==> config.mk <==
export PLATFORM = sky130hd
export DESIGN_NAME = irq_cpu_if
export DESIGN_NICKNAME = d
export VERILOG_FILES = /design/src/rtl/cpuif_pkg.sv /design/src/rtl/cpuif_ctrl.sv /design/src/rtl/cpuif_dpath.sv /design/src/rtl/irq_cpu_if.sv
export SDC_FILE = /design/constraint.sdc
export NUM_CORES = 1
export LEC_CHECK = 0
export ABC_AREA = 0
export BUFFER_PORTS_ARGS = -buffer_cell sky130_fd_sc_hd__buf_2
export CORE_MARGIN = 8
export CORE_UTILIZATION = 40
export CTS_BUF_LIST = sky130_fd_sc_hd__clkbuf_8
export DETAILED_ROUTE_END_ITERATION = 7
export RECOVER_POWER = 50
export SLEW_MARGIN = 20
export SYNTH_ARGS = -nofsm -noshare
export SYNTH_HDL_FRONTEND = slang
export SYNTH_SLANG_ARGS = --single-unit
==> constraint.sdc <==
create_clock -name clk -period 6.1 [get_ports clk]
set_clock_uncertainty 0.15 [all_clocks]
set_input_delay 1.22 -clock clk [delete_from_list [all_inputs] [get_ports clk]]
set_output_delay 1.22 -clock clk [all_outputs]
set_load 0.1 [all_outputs]
==> src/rtl/cpuif_pkg.sv <==
package cpuif_pkg;
  localparam int ID_W = 10;
  localparam int PRIO_W = 8;
  localparam int SPURIOUS_ID = 1023;
  localparam int SPECIAL_BASE = 1020;

  localparam int OFF_CTRL = 'h000;
  localparam int OFF_MASK = 'h004;
  localparam int OFF_BPR = 'h008;
  localparam int OFF_ACK = 'h00C;
  localparam int OFF_EOI = 'h010;
  localparam int OFF_RUN = 'h014;
  localparam int OFF_HPEND = 'h018;

  typedef enum logic [2:0] {
    SEL_CTRL, SEL_MASK, SEL_BPR, SEL_ACK, SEL_RUN, SEL_HPEND, SEL_ZERO
  } rdSel_t;

  typedef struct packed {
    logic wrCtrl;
    logic wrMask;
    logic wrBpr;
    logic push;
    logic pop;
    logic rdLatch;
    rdSel_t rdSel;
  } cpuifStrobes_t;
endpackage

==> src/rtl/cpuif_ctrl.sv <==
module cpuif_ctrl
  import cpuif_pkg::*;
#(
  parameter int ADDR_W = 12
) (
  input  logic              clk,
  input  logic              rstN,
  input  logic              busWrite,
  input  logic              busRead,
  input  logic [ADDR_W-1:0] busAddr,
  input  logic [ID_W-1:0]   eoiWdata,
  input  logic              candValid,
  input  logic [ID_W-1:0]   candId,
  input  logic [PRIO_W-1:0] candPrio,
  input  logic              ctrlEn,
  input  logic [PRIO_W-1:0] prioMask,
  input  logic [PRIO_W-1:0] runPrio,
  input  logic              stackFull,
  input  logic              stackEmpty,
  input  logic [ID_W-1:0]   topId,
  output cpuifStrobes_t     strb,
  output logic              candReal,
  output logic              irqReq
);
  logic qualify;
  logic rdGo;
  logic hitCtrl, hitMask, hitBpr, hitAck, hitEoi, hitRun, hitHpend;

  assign hitCtrl  = busAddr == ADDR_W'(OFF_CTRL);
  assign hitMask  = busAddr == ADDR_W'(OFF_MASK);
  assign hitBpr   = busAddr == ADDR_W'(OFF_BPR);
  assign hitAck   = busAddr == ADDR_W'(OFF_ACK);
  assign hitEoi   = busAddr == ADDR_W'(OFF_EOI);
  assign hitRun   = busAddr == ADDR_W'(OFF_RUN);
  assign hitHpend = busAddr == ADDR_W'(OFF_HPEND);

  assign candReal = candValid && (candId < ID_W'(SPECIAL_BASE));
  assign qualify  = ctrlEn && candReal && (candPrio < prioMask)
                    && (candPrio < runPrio) && !stackFull;
  assign irqReq   = qualify;
  assign rdGo     = busRead && !busWrite;

  always_comb begin
    strb.wrCtrl  = busWrite && hitCtrl;
    strb.wrMask  = busWrite && hitMask;
    strb.wrBpr   = busWrite && hitBpr;
    strb.pop     = busWrite && hitEoi && !stackEmpty && (eoiWdata == topId);
    strb.push    = rdGo && hitAck && qualify;
    strb.rdLatch = rdGo;
    if (hitCtrl)       strb.rdSel = SEL_CTRL;
    else if (hitMask)  strb.rdSel = SEL_MASK;
    else if (hitBpr)   strb.rdSel = SEL_BPR;
    else if (hitAck)   strb.rdSel = SEL_ACK;
    else if (hitRun)   strb.rdSel = SEL_RUN;
    else if (hitHpend) strb.rdSel = SEL_HPEND;
    else               strb.rdSel = SEL_ZERO;
  end

  AST_DISABLE_SILENCES: assert property (@(posedge clk) disable iff (!rstN)
    (busWrite && hitCtrl && !ctrlEn && 1'b1 && !eoiWdata[0]) |=> !irqReq);

  AST_EOI_IGNORED: assert property (@(posedge clk) disable iff (!rstN)
    (busWrite && hitEoi && !strb.pop) |=> $stable(runPrio));
endmodule

==> src/rtl/cpuif_dpath.sv <==
module cpuif_dpath
  import cpuif_pkg::*;
#(
  parameter int NEST_DEPTH = 4
) (
  input  logic              clk,
  input  logic              rstN,
  input  cpuifStrobes_t     strb,
  input  logic [ID_W-1:0]   wdata,
  input  logic              candReal,
  input  logic [ID_W-1:0]   candId,
  input  logic [PRIO_W-1:0] candPrio,
  output logic              ctrlEn,
  output logic [PRIO_W-1:0] prioMask,
  output logic [PRIO_W-1:0] runPrio,
  output logic              stackFull,
  output logic              stackEmpty,
  output logic [ID_W-1:0]   topId,
  output logic [31:0]       rdData,
  output logic              ackPulse,
  output logic [ID_W-1:0]   ackId,
  output logic              eoiPulse,
  output logic [ID_W-1:0]   eoiId
);
  localparam int DEP_W = $clog2(NEST_DEPTH + 1);
  localparam int IDX_W = (NEST_DEPTH > 1) ? $clog2(NEST_DEPTH) : 1;

  logic [2:0]        binPoint;
  logic [DEP_W-1:0]  depth;
  logic [IDX_W-1:0]  topIdx;
  logic [IDX_W-1:0]  pushIdx;
  logic [ID_W-1:0]   idStk [NEST_DEPTH];
  logic [PRIO_W-1:0] prStk [NEST_DEPTH];
  logic [31:0]       rdNext;

  assign topIdx     = IDX_W'(depth - DEP_W'(1));
  assign pushIdx    = IDX_W'(depth);
  assign stackEmpty = depth == '0;
  assign stackFull  = depth == DEP_W'(NEST_DEPTH);
  assign runPrio    = stackEmpty ? {PRIO_W{1'b1}} : prStk[topIdx];
  assign topId      = idStk[topIdx];

  for (genvar gi = 0; gi < NEST_DEPTH; gi++) begin : gSlot
    always_ff @(posedge clk) begin
      if (!rstN) begin
        idStk[gi] <= '0;
        prStk[gi] <= '0;
      end else if (strb.push && pushIdx == IDX_W'(gi)) begin
        idStk[gi] <= candId;
        prStk[gi] <= candPrio;
      end
    end
  end

  always_ff @(posedge clk) begin
    if (!rstN) begin
      ctrlEn   <= 1'b0;
      prioMask <= '0;
      binPoint <= '0;
      depth    <= '0;
    end else begin
      if (strb.wrCtrl) ctrlEn   <= wdata[0];
      if (strb.wrMask) prioMask <= wdata[PRIO_W-1:0];
      if (strb.wrBpr)  binPoint <= wdata[2:0];
      if (strb.push)      depth <= depth + DEP_W'(1);
      else if (strb.pop)  depth <= depth - DEP_W'(1);
    end
  end

  always_comb begin
    unique case (strb.rdSel)
      SEL_CTRL:  rdNext = {31'b0, ctrlEn};
      SEL_MASK:  rdNext = {{(32-PRIO_W){1'b0}}, prioMask};
      SEL_BPR:   rdNext = {29'b0, binPoint};
      SEL_ACK:   rdNext = strb.push ? {{(32-ID_W){1'b0}}, candId} : 32'(SPURIOUS_ID);
      SEL_RUN:   rdNext = {{(32-PRIO_W){1'b0}}, runPrio};
      SEL_HPEND: rdNext = candReal ? {{(32-ID_W){1'b0}}, candId} : 32'(SPURIOUS_ID);
      default:   rdNext = '0;
    endcase
  end

  always_ff @(posedge clk) begin
    if (!rstN) begin
      rdData   <= '0;
      ackPulse <= 1'b0;
      ackId    <= '0;
      eoiPulse <= 1'b0;
      eoiId    <= '0;
    end else begin
      if (strb.rdLatch) rdData <= rdNext;
      ackPulse <= strb.push;
      eoiPulse <= strb.pop;
      if (strb.push) ackId <= candId;
      if (strb.pop)  eoiId <= topId;
    end
  end

  AST_DEPTH_BOUND: assert property (@(posedge clk) disable iff (!rstN)
    depth <= DEP_W'(NEST_DEPTH));

  AST_PUSH_LOWERS_RUN: assert property (@(posedge clk) disable iff (!rstN)
    strb.push |=> runPrio < $past(runPrio));

  AST_POP_RAISES_RUN: assert property (@(posedge clk) disable iff (!rstN)
    strb.pop |=> runPrio > $past(runPrio));

  AST_ACK_ID_REAL: assert property (@(posedge clk) disable iff (!rstN)
    ackPulse |-> ackId < ID_W'(SPECIAL_BASE));
endmodule

==> src/rtl/irq_cpu_if.sv <==
module irq_cpu_if
  import cpuif_pkg::*;
#(
  parameter int NEST_DEPTH = 4,
  parameter int ADDR_W = 12
) (
  input  logic              clk,
  input  logic              rstN,
  input  logic              candValid,
  input  logic [ID_W-1:0]   candId,
  input  logic [PRIO_W-1:0] candPrio,
  input  logic              busWrite,
  input  logic              busRead,
  input  logic [ADDR_W-1:0] busAddr,
  input  logic [31:0]       busWdata,
  output logic [31:0]       busRdata,
  output logic              irqReq,
  output logic              ackPulse,
  output logic [ID_W-1:0]   ackId,
  output logic              eoiPulse,
  output logic [ID_W-1:0]   eoiId
);
  cpuifStrobes_t     strb;
  logic              candReal;
  logic              ctrlEn;
  logic [PRIO_W-1:0] prioMask;
  logic [PRIO_W-1:0] runPrio;
  logic              stackFull;
  logic              stackEmpty;
  logic [ID_W-1:0]   topId;
  logic              unusedWdata;

  assign unusedWdata = ^busWdata[31:ID_W];

  cpuif_ctrl #(.ADDR_W(ADDR_W)) ctrl_i (
    .clk(clk), .rstN(rstN),
    .busWrite(busWrite), .busRead(busRead), .busAddr(busAddr),
    .eoiWdata(busWdata[ID_W-1:0]),
    .candValid(candValid), .candId(candId), .candPrio(candPrio),
    .ctrlEn(ctrlEn), .prioMask(prioMask), .runPrio(runPrio),
    .stackFull(stackFull), .stackEmpty(stackEmpty), .topId(topId),
    .strb(strb), .candReal(candReal), .irqReq(irqReq)
  );

  cpuif_dpath #(.NEST_DEPTH(NEST_DEPTH)) dpath_i (
    .clk(clk), .rstN(rstN), .strb(strb),
    .wdata(busWdata[ID_W-1:0]),
    .candReal(candReal), .candId(candId), .candPrio(candPrio),
    .ctrlEn(ctrlEn), .prioMask(prioMask), .runPrio(runPrio),
    .stackFull(stackFull), .stackEmpty(stackEmpty), .topId(topId),
    .rdData(busRdata),
    .ackPulse(ackPulse), .ackId(ackId),
    .eoiPulse(eoiPulse), .eoiId(eoiId)
  );
endmodule

==> metrics.yaml, run 1 <==
run_status: "finished, violations left"
violations: "capacitance limit, slew limit"
leakage_nw: 2.741
die-height_um: 143.8
synthAdderAreaFrac: 0.03641
layout.nets: 777
power_density_nw_per_um2: 268.2
grt_pass1_wl_um: 28400
wl_um: 18750
min_period_ps: 5647
cts.clk_slew.worst_paths_ps: 70
htreeDepth: 4
antenna_cells: 0
vias: 5073
drive_gt1_frac: 0.1577
gr-usage-all-layers: 0.1860
fillers: 1589
p_total_mw: 1.960
crit_chain: "inv_1 > ha_1 > buf_4 > mux4_2 > nor2_1 > ha_1 > a211oi_1 > o21bai_1 > a2111oi_4 > o211ai_2 > o21ai_1 > buf_4"
syn_inst: 617
num_io_pins: 122
maxSlewViolCount: 60
cpMaxStageDelayCell: "o21ai_1"
tightestPinTransition_ps: 1628
max_freq_mhz: 177.1
io_buffers: 77
seq_area_frac_synth: 0.4753
postRouteAntennaNets: 0
holdWs_ps: 306.0
drv_cap: 2
fin_crit_sh: 0.9257
post-route-drc-count: 0
cp.arrival_ps: 5630
dpl.hpwl_um: 13650
synth_cell_types: 68
ys_warn_count: 0
yosys.area_share.simple: 0.1961
cts_root_buf: "clkbuf_8"
die_w_um: 143.8
avgSynthCellArea_um2: 10.58
async_flop_share: 0
clockBufferDepth: 2
synthMuxAreaShare: 0.08950
postCtsSetupRepairBufs: 0
core_um2: 15940
grt_remaining_overflow: 0
synth_edf_count: 72
crit_path_end_kind: "flip-flop"
crit_type: "reg2reg"
grt_max_degree: 32
critPathLaunchType: "flip-flop"
die-area_um2: 20670
area_growth_pct: 11.92
drt-wirelength-per-cell_um: 20.38
drt-pass1-iter-count: 6
clk_latency_ps: 450
stdcell_count: 920
viasPerCell: 5.514
grt_pass1_vias: 4891
final-seq-area_um2: 3103
finalSetupViolations: 0
syn-cell-area_um2: 6529
critPathMaxFanout: 27
num_rows: 46
hold_class: "reg2reg"
synth_ff_type: "edfxtp_1"
gp_congestion: 0.8793
ys_seq_elements: 119
cp.required_ps: 6080
setup-tns-final_ps: 0
cts_made_buffers: 17
synth-compound-area-share: 0.1244
cts_hold_buffers: 0
synth-xor-area-share: 0.01610
cpPeakStageDelay_ps: 780
irDropWorstVdd_v: 0.0001407
multi_input_area_um2: 3080
cts_num_sinks: 119
drt_iter0_drc: 510
rsz0062_at_grt: "false"
dp_cells: 888
tritoncts: "yes"
relSlewSlack: -0.08847
antenna_found_initial: 0
cts.repair.resized: 0
synth_top_family_by_area: "simple AND/OR/NAND/NOR gates"
hold_violations: 0
start_util: 0.4095
-- placed cells by master, fill, tap and decap left out, drive strengths merged, types with 6 or more instances in the layout --
cell type  synthesis  final
nand3             10     10
mux4              11     11
a211oi            10     10
nor3               8      8
conb               1     22
and3               8      8
buf               38     51
and2              73     73
dfxtp             47     47
a221oi             8      8
clkinv             1      7
edfxtp            72     72
ha                19     19
nand2             72     72
clkbuf            16     55
nor4               6      6
nor2              41     41
mux2i             28     28
o21ai             24     24
inv               17     20
xor2               7      7
o31ai              6      6
o211ai             6      6
a21oi             17     17
-- worst max-delay path: cells and delay by family, from the launching register on --
kind                       cells  cell delay (ps)
AOI/OAI and AO/OA              5             2320
buffers and inverters          3              930
adders and majority gates      2              920
DFF                            1              400
muxes                          1              400
and+or+nand+nor                1              210
-- layer usage --
metal | wire length (µm) | vias to the layer above | global-route usage
li1 | - | 2348 | -
met1 | 8027 | 2471 | 0.2418
met2 | 8855 | 223 | 0.2949
met3 | 1505 | 31 | 0.04877
met4 | 363 | 0 | 0.06143
met5 | 0 | - | 0
-- where the power goes --
group / switching [mW] / internal (mW) / leakage, nW
Sequential: 0.00529 / 0.867 / 1.12
Clock: 0.326 / 0.326 / 0.179
Combinational: 0.302 / 0.134 / 1.44
-- registers in the layout, summed over array words and instances, names as in the netlist, 3 cells and up --
signal	count
dpath_i.depth	3
dpath_i.prStk	32
dpath_i.eoiId	10
dpath_i.ackId	10
dpath_i.rdData	10
dpath_i.prioMask	8
dpath_i.idStk	40
dpath_i.binPoint	3
-- kinds of logic (layout without fill, tap and decap cells) --
logic type / Yosys count / in the layout
simple gates: 243 / 243
flops: 119 / 119
compound gates: 107 / 107
buf+inv: 72 / 138
mux: 44 / 44
fa+ha+maj: 19 / 19
xor+xnor: 12 / 12
other cells: 1 / 22
-- area by class of cell --
class	instances	area share
Clock inverter	14	0.01524
Tap cell	216	0.03699
Sequential cell	119	0.4247
Multi-Input combinational cell	447	0.4216
Clock buffer	18	0.03390
Timing Repair Buffer	88	0.05839
Inverter	18	0.009247
-- stage by stage --
step	utilization	setup WS (ps)	area, µm²
2_1_floorplan	-	34.76	6608
3_3_place_gp	0.4407	874.3	7025
3_5_place_dp	0.4411	790.6	7032
4_1_cts	0.4636	461.9	7391
5_1_grt	0.4583	175.3	7307
6_report	0.4583	453.5	7307
-- synth_stat cells (all sizes together) (3+ instances only) --
cell type	number	area, µm²
nand3	10	50.05
ha	19	237.7
nor2	41	156.4
nand4	5	37.53
nand2b	3	18.77
o21ai	24	120.1
buf	38	275.3
a31o	3	26.28
o211ai	6	58.81
xor2	7	61.31
xnor2	5	43.79
a221oi	8	70.07
edfxtp	72	2162
dfxtp	47	940.9
nor3	8	60.06
a21oi	17	85.08
mux2	5	56.30
mux4	11	247.7
a2111oi	5	75.08
nand2	72	270.3
nor2b	5	31.28
o31ai	6	45.04
and3	8	50.05
mux2i	28	280.3
and2	73	456.7
nor4	6	43.79
a211oi	10	75.07
inv	17	63.81
clkbuf	16	60.06
-- path summary, 6_finish.rpt --
check / to / cells after the start / from / slack (ps)
setup / recovery: dpath_i.idStk[1][8] / 12 / dpath_i.depth[1] / 450
hold / removal: dpath_i.prioMask[2] / 2 / dpath_i.prioMask[2] / 310
setup reg to reg: dpath_i.idStk[1][8] / 12 / dpath_i.depth[1] / 450
hold reg to reg: dpath_i.prioMask[2] / 2 / dpath_i.prioMask[2] / 310
Power figures use the tool's default switching activity.
==> run 2, diff against run 1 <==
==> constraint.sdc (replaced) <==
create_clock -name clk -period 6.6 [get_ports clk]
set_clock_uncertainty 0.15 [all_clocks]
set_input_delay 1.32 -clock clk [delete_from_list [all_inputs] [get_ports clk]]
set_output_delay 1.32 -clock clk [all_outputs]
set_load 0.1 [all_outputs]
==> run 2 against run 1 <==
The run still ends with capacitance limit, slew limit left; largest power group unchanged; final cell count down 0.22%; total power is 9.1% lower; sequential share of layout area rose by 0.15 points; via count is 1.7% lower; combinational power is 7.6% lower; non-clock buffer count fell by 2; clock power shrank 12%; worst hold slack improved by 0.88 ps; routed wire length fell by 0.31%; critical path type is now reg2out.
==> metrics.yaml, run 2 (same netlist as run 1, synthesis figures left out) <==
run_status: "finished, violations left"
violations: "capacitance limit, slew limit"
drt_iter0_drc: 515
dp_slack_ps: 1355
internal_power_mw: 1.210
die_w_um: 143.8
critPathMaxFanout: 22
swShare: 0.3211
crit_chain: "inv_1 > ha_1 > buf_4 > mux4_2 > nor2_1 > ha_1 > a211oi_1 > nor2_1 > a211oi_1 > o21ai_0 > nor2_1 > buf_12"
hold_class: "reg2reg"
seqPwrFrac: 0.452
cts_num_sinks: 119
cpPeakStageDelay_ps: 610
cp.arrival_ps: 4270
power_frac_clock: 0.322
start_util: 0.4095
drv_cap: 2
clockBufferDepth: 2
finalSetupViolations: 0
reg2reg_setup_slack_ps: 880
setup-tns-final_ps: 0
r2r_end: "dpath_i.prStk[2][7]"
grt_remaining_overflow: 0
cts_made_buffers: 17
num_rows: 46
final_cell_mix: "nand2_1, and2_1, edfxtp_1"
max_freq_mhz: 174.3
crit_type: "reg2out"
crit_family: "adder cells"
irDropWorstVdd_v: 0.0001456
num_io_pins: 122
min_period_ps: 5737
die-area_um2: 20670
worst_slack_ps: 862.7
area_growth_pct: 11.54
cp_common_cell: "nor2_1"
regMostFlops: "dpath_i.idStk"
relSlewSlack: -0.2651
largest_register_ffs: 40
cts.repair.resized: 0
drive_gt1_frac: 0.1553
tightestPinTransition_ps: 1898
drt-pass1-iter-count: 5
cp.required_ps: 5130
crit_path_end_kind: "output port"
io_buffers: 77
postCtsSetupRepairBufs: 0
grt_pass1_wl_um: 28150
switchingPower_mw: 0.5724
vias: 4986
holdPathStages: 2
leakage_nw: 2.755
fillers: 1586
fin_crit_sh: 0.8693
drt-wirelength-per-cell_um: 20.36
top_regs: "dpath_i.idStk x40, dpath_i.prStk x32"
rsz0062_at_grt: "false"
antenna_found_initial: 0
tritoncts: "yes"
critPathLaunchType: "flip-flop"
dpl.hpwl_um: 13470
worst-path-stages: 12
antenna_cells: 0
crit_buf_inv: 3
worstHoldStart: "dpath_i.rdData[8]"
postRouteAntennaNets: 0
viasPerCell: 5.431
grt_max_degree: 41
timing.rr.start: "dpath_i.depth[1]"
gr-usage-all-layers: 0.1856
post-route-drc-count: 0
grt_pass1_vias: 4920
cts_root_buf: "clkbuf_8"
pwr-share-comb: 0.225
reg2regPathDepth: 12
cts.clk_slew.worst_paths_ps: 80
startpoint: "dpath_i.depth[1]"
clk_latency_ps: 440
die-height_um: 143.8
wl_um: 18690
layout.nets: 775
maxSlewViolCount: 69
hold_violations: 0
cts_hold_buffers: 0
endpoint: "irqReq"
cpMaxStageDelayCell: "ha_1"
gp_congestion: 0.8863
htreeDepth: 4
power_density_nw_per_um2: 244.8
core_um2: 15940
-- run 2: worst min-delay path, cell delays in order, from the launching register on --
cell	delay (ps)
dfxtp_1	330
nand2_1	40
o21ai_0	60
-- run 2: through the flow --
step / hold WS [ps] / utilization / instance area [µm²] / cells / power (mW)
after floorplan: 281.9 / - / 6608 / 638 / 1.125
after global placement: 290.2 / 0.4397 / 7010 / 886 / 1.215
after detailed placement: 292.0 / 0.4409 / 7029 / 886 / 1.224
after CTS: 308.3 / 0.4618 / 7362 / 918 / 1.796
after global routing: 329.6 / 0.4568 / 7282 / 918 / 1.855
final: 306.9 / 0.4568 / 7282 / 918 / 1.782
-- run 2: power groups by stage --
stage / sequential, mW / combinational [mW] / clock, mW
finish: 0.806 / 0.402 / 0.574
CTS: 0.806 / 0.403 / 0.587
floorplan: 0.824 / 0.301 / 0
global route: 0.808 / 0.428 / 0.619
detailed placement: 0.823 / 0.401 / 0
global placement: 0.822 / 0.394 / 0
-- run 2: area by class of cell --
| class | instances | area (µm²) | share of cell area |
|---|---|---|---|
| clock buffers | 17 | 234.0 | 0.03213 |
| clock inverters | 15 | 98.84 | 0.01357 |
| inverters | 18 | 67.56 | 0.009278 |
| multi-input cells | 447 | 3093 | 0.4247 |
| flip-flops and latches | 119 | 3103 | 0.4261 |
| well taps | 216 | 270.3 | 0.03711 |
| repair buffers | 86 | 415.4 | 0.05704 |
-- run 2: worst min path at each step --
stage                          end
6_report         dpath_i.rdData[8]
5_1_grt           dpath_i.eoiId[4]
4_1_cts          dpath_i.rdData[8]
3_5_place_dp     dpath_i.rdData[8]
3_3_place_gp   dpath_i.prioMask[2]
2_1_floorplan  dpath_i.prioMask[2]
-- run 2: layer usage --
metal / part of all wire / wire length [µm] / up-vias / global-route usage
li1: - / - / 2346 / -
met1: 0.44 / 8179 / 2445 / 0.2365
met2: 0.47 / 8765 / 170 / 0.2952
met3: 0.072 / 1355 / 25 / 0.05375
met4: 0.021 / 394 / 0 / 0.06364
met5: 0 / 0 / - / 0
==> run 3, diff against run 2 <==
--- a/config.mk
+++ b/config.mk
@@ -6,6 +6,7 @@
 export NUM_CORES = 1
 export LEC_CHECK = 0
 export ABC_AREA = 0
+export ABC_CLOCK_PERIOD_IN_PS = 6600
 export BUFFER_PORTS_ARGS = -buffer_cell sky130_fd_sc_hd__buf_2
 export CORE_MARGIN = 8
 export CORE_UTILIZATION = 40
@@ -15,4 +16,5 @@
 export SLEW_MARGIN = 20
 export SYNTH_ARGS = -nofsm -noshare
 export SYNTH_HDL_FRONTEND = slang
+export SYNTH_HIERARCHICAL = 1
 export SYNTH_SLANG_ARGS = --single-unit
==> run 3 against run 2 <==
The flow still finishes with violations (capacitance limit, slew limit); area after synthesis decreased by 6.9%; sequential power about the same; worst hold slack improved by 42 ps; largest cell class unchanged; highest routed layer unchanged.
==> metrics.yaml, run 3 <==
regMostFlops: "dpath_i/idStk"
cp.required_ps: 6740
drive_gt1_frac: 0.1629
cp.arrival_ps: 5430
syn_inst: 531
yosysMostFrequentCell: "and2_1"
synth_area_leaders: "edfxtp_1, dfxtp_1, and2_1"
cts_hold_buffers: 0
reg2reg_setup_slack_ps: 1310
violations: "capacitance limit, slew limit"
async_flop_share: 0
pwr-share-comb: 0.081
hold_violations: 0
tritoncts: "yes"
relSlewSlack: -0.5147
p_total_mw: 1.594
internal_power_mw: 1.191
switchingPower_mw: 0.4031
antenna_found_initial: 1
cts_root_buf: "clkbuf_8"
grt_max_degree: 35
viasPerCell: 5.239
tightestPinTransition_ps: 2241
critPathMaxFanout: 27
crit_path_end_kind: "flip-flop"
dpl.hpwl_um: 11250
post-route-drc-count: 0
irDropWorstVdd_v: 0.0001414
layout.nets: 687
cts_num_sinks: 119
drt-wirelength-per-cell_um: 19.36
core_um2: 15030
wl_um: 15550
gp_congestion: 0.8558
fin_crit_sh: 0.8017
grt_pass1_vias: 4396
gr-usage-all-layers: 0.1659
max_freq_mhz: 189.0
syn-cell-area_um2: 6077
clk_latency_ps: 440
cts.repair.resized: 0
reg2regPathDepth: 15
cpMaxStageDelayCell: "clkbuf_1"
cpPeakStageDelay_ps: 1070
final_common_cell: "edfxtp_1"
maxSlewViolCount: 9
crit_chain: "inv_1 > ha_1 > mux4_2 > or2_4 > inv_1 > ha_1 > a211o_1 > a31oi_1 > or3_1 > and4_1 > clkbuf_1 > mux2i_1 > o211a_1 > a21oi_1 > o221ai_1"
clockBufferDepth: 2
postCtsSetupRepairBufs: 0
postRouteAntennaNets: 0
seqPwrFrac: 0.504
htreeDepth: 4
num_io_pins: 122
die-height_um: 139.3
start_util: 0.4042
synth_edf_count: 72
grt_remaining_overflow: 0
fillers: 1451
ys_warn_count: 6
setup-tns-final_ps: 0
hold_class: "reg2reg"
drt-pass1-iter-count: 5
holdWs_ps: 349.0
crit_type: "reg2reg"
top_regs: "dpath_i/idStk x40, dpath_i/prStk x32"
num_rows: 45
vias: 4207
power_density_nw_per_um2: 233.7
drt_iter0_drc: 224
die_w_um: 139.3
finalSetupViolations: 0
grt_pass1_wl_um: 24390
synth_cell_types: 55
final_cell_mix: "edfxtp_1, and2_1, nor2_1"
power_frac_clock: 0.415
min_period_ps: 5291
largest_register_ffs: 40
ys_seq_elements: 119
holdPathStages: 2
leakage_nw: 2.608
die-area_um2: 19390
synth_top_cell_by_area: "edfxtp_1"
io_buffers: 77
critPathLaunchType: "flip-flop"
area_growth_pct: 12.27
cts.clk_slew.worst_paths_ps: 70
synth_ff_type: "edfxtp_1"
drv_cap: 1
run_status: "finished, violations left"
yosysTopAreaCellShare: 0.3558
swShare: 0.2528
synth_commonest_cells: "and2_1, edfxtp_1, nor2_1"
seq_area_frac_synth: 0.5106
cts_made_buffers: 17
avgSynthCellArea_um2: 11.44
rsz0062_at_grt: "false"
[run 3: cells by family (layout without fill, tap and decap cells)]
| logic type | count (synthesis) | in the layout | synth area share |
|---|---|---|---|
| multiplexers | 52 | 52 | 0.1233 |
| other | 1 | 23 | 0.0006171 |
| flip-flops | 119 | 119 | 0.5106 |
| buffers and inverters | 80 | 142 | 0.06897 |
| adder cells (fa/ha/maj) | 19 | 19 | 0.03912 |
| AND/OR/NAND/NOR | 197 | 197 | 0.1793 |
| XOR/XNOR | 14 | 14 | 0.02141 |
| AO/OA/AOI/OAI | 49 | 49 | 0.05662 |
[run 3: layout make-up]
cell class                      count  area, µm²  share of cell area
Sequential cell                   119       3103              0.4548
Multi-Input combinational cell    353       2609              0.3824
Timing Repair Buffer               82      371.6             0.05447
Tap cell                          188      235.2             0.03448
Clock buffer                       17      234.0             0.03429
Clock inverter                     15      162.7             0.02384
Inverter                           28      105.1             0.01540
Antenna cell                        1      2.502           0.0003668
[run 3: metrics by stage]
stage / worst slack, ps / cells / area, µm² / utilization
4_1_cts: 1539 / 802 / 6912 / 0.4598
3_3_place_gp: 2050 / 770 / 6515 / 0.4334
5_1_grt: 815.0 / 803 / 6823 / 0.4538
6_report: 1309 / 803 / 6823 / 0.4538
2_1_floorplan: 1906 / 552 / 6156 / -
3_5_place_dp: 2034 / 770 / 6515 / 0.4334
[run 3: power groups by stage]
stage	sequential [mW]	clock (mW)	combinational, mW
3_3_place_gp	0.819	0	0.127
4_1_cts	0.804	0.679	0.130
5_1_grt	0.805	0.709	0.136
3_5_place_dp	0.820	0	0.130
2_1_floorplan	0.818	0	0.0988
6_report	0.804	0.662	0.129
[run 3: metal layers]
metal,part of all wire,vias up,routed length (µm),global-route usage
met5,0,-,0,0
met2,0.50,124,7721,0.2782
met3,0.055,24,850,0.04891
li1,-,1963,-,-
met1,0.43,2096,6640,0.1962
met4,0.022,0,336,0.06644
[run 3: worst paths after layout]
check	from	to
max	dpath_i/depth[1]	dpath_i/rdData[4]
min	dpath_i/rdData[6]	dpath_i/rdData[6]
max reg2reg	dpath_i/depth[1]	dpath_i/rdData[4]
min reg2reg	dpath_i/rdData[6]	dpath_i/rdData[6]
[run 3: critical path: cells and delay by family (launching register included)]
kind	cells	cell delay, ps
and+or+nand+nor	3	580
adders and majority gates	2	780
DFF	1	380
muxes	2	860
AOI/OAI and AO/OA	5	1160
buffers and inverters	3	1230
